==> src/rtl/sfd_pkg.sv <==
package sfd_pkg;
  typedef enum logic [1:0] {
    SEL_NONE = 2'b00,
    SEL_LOW  = 2'b01,
    SEL_HIGH = 2'b10,
    SEL_WIN  = 2'b11
  } fault_sel_e;

  localparam int SIDE_LOW  = 0;
  localparam int SIDE_HIGH = 1;
  localparam int NUM_SIDES = 2;
endpackage

==> src/rtl/sfd_compare.sv <==
// Limit comparator for one side; IS_HIGH picks the direction.
module sfd_compare #(
  parameter int CODE_W  = 8,
  parameter bit IS_HIGH = 1'b0
) (
  input  logic [CODE_W-1:0] code,
  input  logic [CODE_W-1:0] limit,
  input  logic [CODE_W-1:0] margin,
  output logic              trip,
  output logic              release_ok
);
  localparam int EXT_W = CODE_W + 1;

  logic [EXT_W-1:0] code_x, limit_x, margin_x;
  assign code_x   = {1'b0, code};
  assign limit_x  = {1'b0, limit};
  assign margin_x = {1'b0, margin};

  generate
    if (IS_HIGH) begin : g_high
      assign trip       = code > limit;
      assign release_ok = (code_x + margin_x) < limit_x;
    end else begin : g_low
      assign trip       = code < limit;
      assign release_ok = code_x > (limit_x + margin_x);
    end
  endgenerate
endmodule

==> src/rtl/sfd_qualify.sv <==
// Glitch qualification on set, immediate release.
module sfd_qualify #(
  parameter int CNT_W = 4
) (
  input  logic             clk,
  input  logic             rst,
  input  logic             enable,
  input  logic             valid,
  input  logic             trip,
  input  logic             release_ok,
  input  logic [CNT_W-1:0] limit,
  output logic             flag
);
  localparam logic [CNT_W-1:0] ONE = {{(CNT_W-1){1'b0}}, 1'b1};

  logic [CNT_W-1:0] run_cnt;

  always_ff @(posedge clk) begin
    if (rst || !enable) begin
      flag    <= 1'b0;
      run_cnt <= '0;
    end else if (valid) begin
      if (flag) begin
        run_cnt <= '0;
        if (release_ok) flag <= 1'b0;
      end else if (trip) begin
        if (run_cnt == limit) begin
          flag    <= 1'b1;
          run_cnt <= '0;
        end else begin
          run_cnt <= run_cnt + ONE;
        end
      end else begin
        run_cnt <= '0;
      end
    end
  end
endmodule

==> src/rtl/sfd_sync.sv <==
module sfd_sync #(
  parameter int STAGES = 2
) (
  input  logic clk,
  input  logic rst,
  input  logic d,
  output logic q
);
  logic [STAGES-1:0] chain;

  always_ff @(posedge clk) begin
    if (rst) chain <= '0;
    else     chain <= {chain[STAGES-2:0], d};
  end

  assign q = chain[STAGES-1];
endmodule

==> src/rtl/supply_fault_monitor.sv <==
module supply_fault_monitor #(
  parameter int CODE_W      = 8,
  parameter int GLITCH_W    = 4,
  parameter int SYNC_STAGES = 2
) (
  input  logic                clk,
  input  logic                rst,
  input  logic                mode_logic,
  input  logic                logic_in,
  input  logic [CODE_W-1:0]   samp_code,
  input  logic                samp_valid,
  input  logic [CODE_W-1:0]   uv_thr,
  input  logic [CODE_W-1:0]   ov_thr,
  input  logic [CODE_W-1:0]   hyst,
  input  logic [1:0]          fault_sel,
  input  logic [GLITCH_W-1:0] glitch_len,
  output logic                uv_flag,
  output logic                ov_flag,
  output logic                fault,
  output logic                logic_level
);
  import sfd_pkg::*;

  logic [CODE_W-1:0]    side_limit [NUM_SIDES];
  logic [NUM_SIDES-1:0] side_trip, side_rel, side_en, side_flag;
  logic                 sync_q;

  assign side_limit[SIDE_LOW]  = uv_thr;
  assign side_limit[SIDE_HIGH] = ov_thr;

  generate
    for (genvar gi = 0; gi < NUM_SIDES; gi++) begin : g_side
      assign side_en[gi] = fault_sel[gi] & ~mode_logic;

      sfd_compare #(.CODE_W(CODE_W), .IS_HIGH(gi == SIDE_HIGH)) u_cmp (
        .code       (samp_code),
        .limit      (side_limit[gi]),
        .margin     (hyst),
        .trip       (side_trip[gi]),
        .release_ok (side_rel[gi])
      );

      sfd_qualify #(.CNT_W(GLITCH_W)) u_qual (
        .clk        (clk),
        .rst        (rst),
        .enable     (side_en[gi]),
        .valid      (samp_valid),
        .trip       (side_trip[gi]),
        .release_ok (side_rel[gi]),
        .limit      (glitch_len),
        .flag       (side_flag[gi])
      );
    end
  endgenerate

  sfd_sync #(.STAGES(SYNC_STAGES)) u_sync (
    .clk (clk),
    .rst (rst),
    .d   (logic_in),
    .q   (sync_q)
  );

  assign uv_flag     = side_flag[SIDE_LOW];
  assign ov_flag     = side_flag[SIDE_HIGH];
  assign fault       = |side_flag;
  assign logic_level = sync_q & mode_logic;
endmodule

==> config.mk <==
export PLATFORM = sky130hd
export DESIGN_NAME = supply_fault_monitor
export DESIGN_NICKNAME = d
export VERILOG_FILES = /design/src/rtl/sfd_pkg.sv /design/src/rtl/sfd_compare.sv /design/src/rtl/sfd_qualify.sv /design/src/rtl/sfd_sync.sv /design/src/rtl/supply_fault_monitor.sv
export SDC_FILE = /design/constraint.sdc
export NUM_CORES = 1
export LEC_CHECK = 0
export CORE_MARGIN = 3
export CORE_UTILIZATION = 55
export DETAILED_ROUTE_END_ITERATION = 8
export PLACE_DENSITY = 0.87
export SYNTH_ARGS = -nofsm -noshare
export SYNTH_HDL_FRONTEND = slang
export SYNTH_HIERARCHICAL = 1
export SYNTH_SLANG_ARGS = --single-unit
==> constraint.sdc <==
create_clock -name clk -period 6 [get_ports clk]
set_clock_uncertainty 0.05 [all_clocks]
set_input_delay 0.9 -clock clk [delete_from_list [all_inputs] [get_ports clk]]
set_output_delay 0.9 -clock clk [all_outputs]
set_load 0.005 [all_outputs]
==> metrics.md <==
| Metric | Value |
|---|---|
| Run status | finished, final reports clean |
| Initial Utilization | 0.584 |
| Drt drc | 0 |
| Die H | 66.2 um |
| Grt ovf | 0 |
| Ports | 47 |
| Dpl hpwl | 3.90 mm |
| TritonCTS Buffers | 3 |
| Post-Syn Area per Cell | 8.20 sq um |
| Worst VDD drop | 0.000102 V |
| Fin crit period | 3.80 ns |
| Unique masters post-synth | 42 |
| Clk buf depth | 2 |
| CTS-repair resized insts | 0 |
| Sw frac | 0.354 |
| ANT cells | 0 |
| Clk_lat worst skew | 0.27 ns |
| Post-CTS Setup Inserts | 0 |
| Slew headroom | 0.776 |
| DR iter-0 viols | 85 |
| Critical path arrival | 3.91 ns |
| Final Hold Fails | 0 |
| DIE AREA | 4380 sq um |
| Pin count of the biggest net entering global routing | 8 |
| Clk sinks | 12 |
| Async set-or-reset flop fraction in the synthesized netlist | 0 |
| Total GRT Usage | 0.224 |
| CP required | 6.12 ns |
| Cells after Synth | 243 |
| Top FF cell, synth | dfxtp_1 |
| Hold WS | 0.395 ns |
| Post-Syn Area | 1990 sq um |
| Synth-to-layout area growth | 27.8% |
| RSZ-0062 raised after global routing | no |
| Setup TNS | 0 ns |
| Reg power frac | 0.242 |
| Final setup vio count | 0 |
| Final period util | 0.633 |
| Post-synth EDFFs | 0 |
| Crit path max fanout | 4 |
| I/O Buffers | 46 |
| CP Launch Type | input pin |
| Comb pwr share | 0.562 |
| F_max | 263 MHz |
| Final Max Tran Viols | 0 |
| TritonRoute pass-1 iters | 4 |
| Pwr dens | 132 nW/um^2 |
| DP Area | 2510 sq um |
| Hold-fix buffer count after cts | 0 |
| Max_cap viols | 0 |
| Via Count | 1933 |
| Fill count | 270 |
| Chip Width | 66.2 um |
| NetSw | 119 uW |
| Worst-Margin Slew | 0.336 ns |
| Share of layout cells above drive strength 1 | 0.0410 |
| Vias in the first global route | 1926 |
| Site Rows | 21 |
| Post-Syn Nets | 336 |
| Setup Crit Path Kind | in -> reg |
| NumNets Final | 387 |
| CTS clk-pin slew, worst paths | 0.08 ns |
| Antenna violations before repair | 0 |
| Leak Pwr | 0.00116 uW |
| Post-Route WL | 4.54 mm |
| CTS tree | done |
| DR vias/cell | 5.70 |
| Fin util | 0.746 |
| Final instance area | 2550 sq um |
| Yosys reg bits | 12 |
| First-pass GRT wire length | 7.82 mm |
| Seq/Total Area, Yosys | 0.121 |
| Routed Antenna Nets | 0 |
| Int Pwr | 216 uW |
| Hold WC Path Type | reg -> reg |
| Routed WL per cell | 13.4 um |
| CTS root buffer | clkbuf_4 |
| Placeable Area | 3420 sq um |
| RD Place Congestion | 0.860 |
| Setup crit end kind | flip-flop |
| Clock power share | 0.196 |
| H-tree levels | 1 |
| Yosys warning total | 6 |
state kept, by name, indices dropped and copies added, names as in the netlist:
name and cells:
u_sync/chain 2, g_side.u_qual/run_cnt 8, g_side.u_qual/flag 2
metal layers:
metal	wire length, um	track usage	share of wire	vias up
met5	0	0	0	-
li1	-	-	-	986
met3	245	0.0289	0.054	11
met1	1930	0.245	0.42	884
met2	2310	0.440	0.51	52
met4	62	0.0635	0.014	0
worst max-delay path, stage by stage:
cell and delay (ns):
clkdlybuf4s50_1 0.55, ha_1 0.22, inv_1 0.06, fa_1 0.43, nor2b_4 0.13, o31a_1 0.20
o21ai_0 0.10, a31oi_1 0.17, ha_1 0.26, a21o_1 0.18, a211oi_1 0.23, o211a_1 0.18
nand2_1 0.05, nand2_1 0.06, o21ai_0 0.06, nor2b_1 0.13
metrics by stage:
stage / power (uW) / setup slack (ns) / instances
global placement: 264 / 1.97 / 335
finish: 335 / 2.20 / 339
global route: 366 / 1.97 / 339
detailed placement: 271 / 1.95 / 335
floorplan: 209 / 2.63 / 243
CTS: 337 / 2.23 / 339
power by group through the flow:
stage / combinational [uW] / clock (uW) / sequential (uW)
after floorplan: 126 / 0 / 82.9
after global placement: 181 / 0 / 83.0
after detailed placement: 188 / 0 / 83.0
after CTS: 189 / 66.5 / 81.2
after global routing: 216 / 69.6 / 81.3
final: 188 / 65.5 / 81.2
cell usage in the layout, fill, tap and decap left out, types with 2 or more instances in the layout:
master and instances:
a211oi_1 4, a21o_1 10, a21oi_1 16, a31oi_1 7, a41oi_2 2, clkbuf_4 3, clkdlybuf4s50_1 46, dfxtp_1 12
fa_1 2, ha_1 48, inv_1 27, mux2i_1 2, nand2_1 16, nand2b_1 4, nand3_1 9, nand3b_1 6
nand4_1 4, nor2_1 10, nor2b_1 7, nor2b_4 2, o21a_1 5, o21ai_0 8, o21ai_1 3, o31a_1 3
or2_1 2, xnor2_1 14, xor2_1 3
path summary, 6_finish.rpt:
kind | from | depth (start not counted) | endpoint | slack (ns)
hold reg to reg | u_sync/chain[0] | 1 | u_sync/chain[1] | 0.39
hold / removal | u_sync/chain[0] | 1 | u_sync/chain[1] | 0.39
setup reg to reg | g_side[1].u_qual/run_cnt[0] | 4 | g_side[1].u_qual/run_cnt[3] | 4.66
setup / recovery | samp_code[0] | 16 | g_side[1].u_qual/flag | 2.20
cell usage after synthesis, drive strengths merged (5+ instances only):
library cell	count	area share
ha	48	0.30
dfxtp	12	0.12
o21a	5	0.019
o21ai	11	0.028
a21oi	16	0.040
a31oi	7	0.022
nand3b	6	0.023
nor2	10	0.019
inv	27	0.051
xnor2	14	0.062
a21o	11	0.042
nand2	16	0.030
nor2b	9	0.036
nand3	9	0.023
layout make-up:
| class | count | area [sq um] | area share |
|---|---|---|---|
| multi-input cells | 204 | 1650 | 0.648 |
| repair buffers | 46 | 460 | 0.181 |
| flip-flops and latches | 12 | 240 | 0.0943 |
| inverters | 27 | 101 | 0.0398 |
| well taps | 46 | 57.6 | 0.0226 |
| clock buffers | 4 | 36.3 | 0.0142 |
cell families after synthesis:
kind of cell / count (synthesis) / share of synthesized area
and+or+nand+nor: 67 / 0.183
buffers and inverters: 27 / 0.0508
xor gates and xnor gates: 17 / 0.0747
adders and majority gates: 50 / 0.321
AOI/OAI and AO/OA: 68 / 0.239
DFF: 12 / 0.121
muxes: 2 / 0.0100
Note: power is estimated with default switching activity, not from simulation.
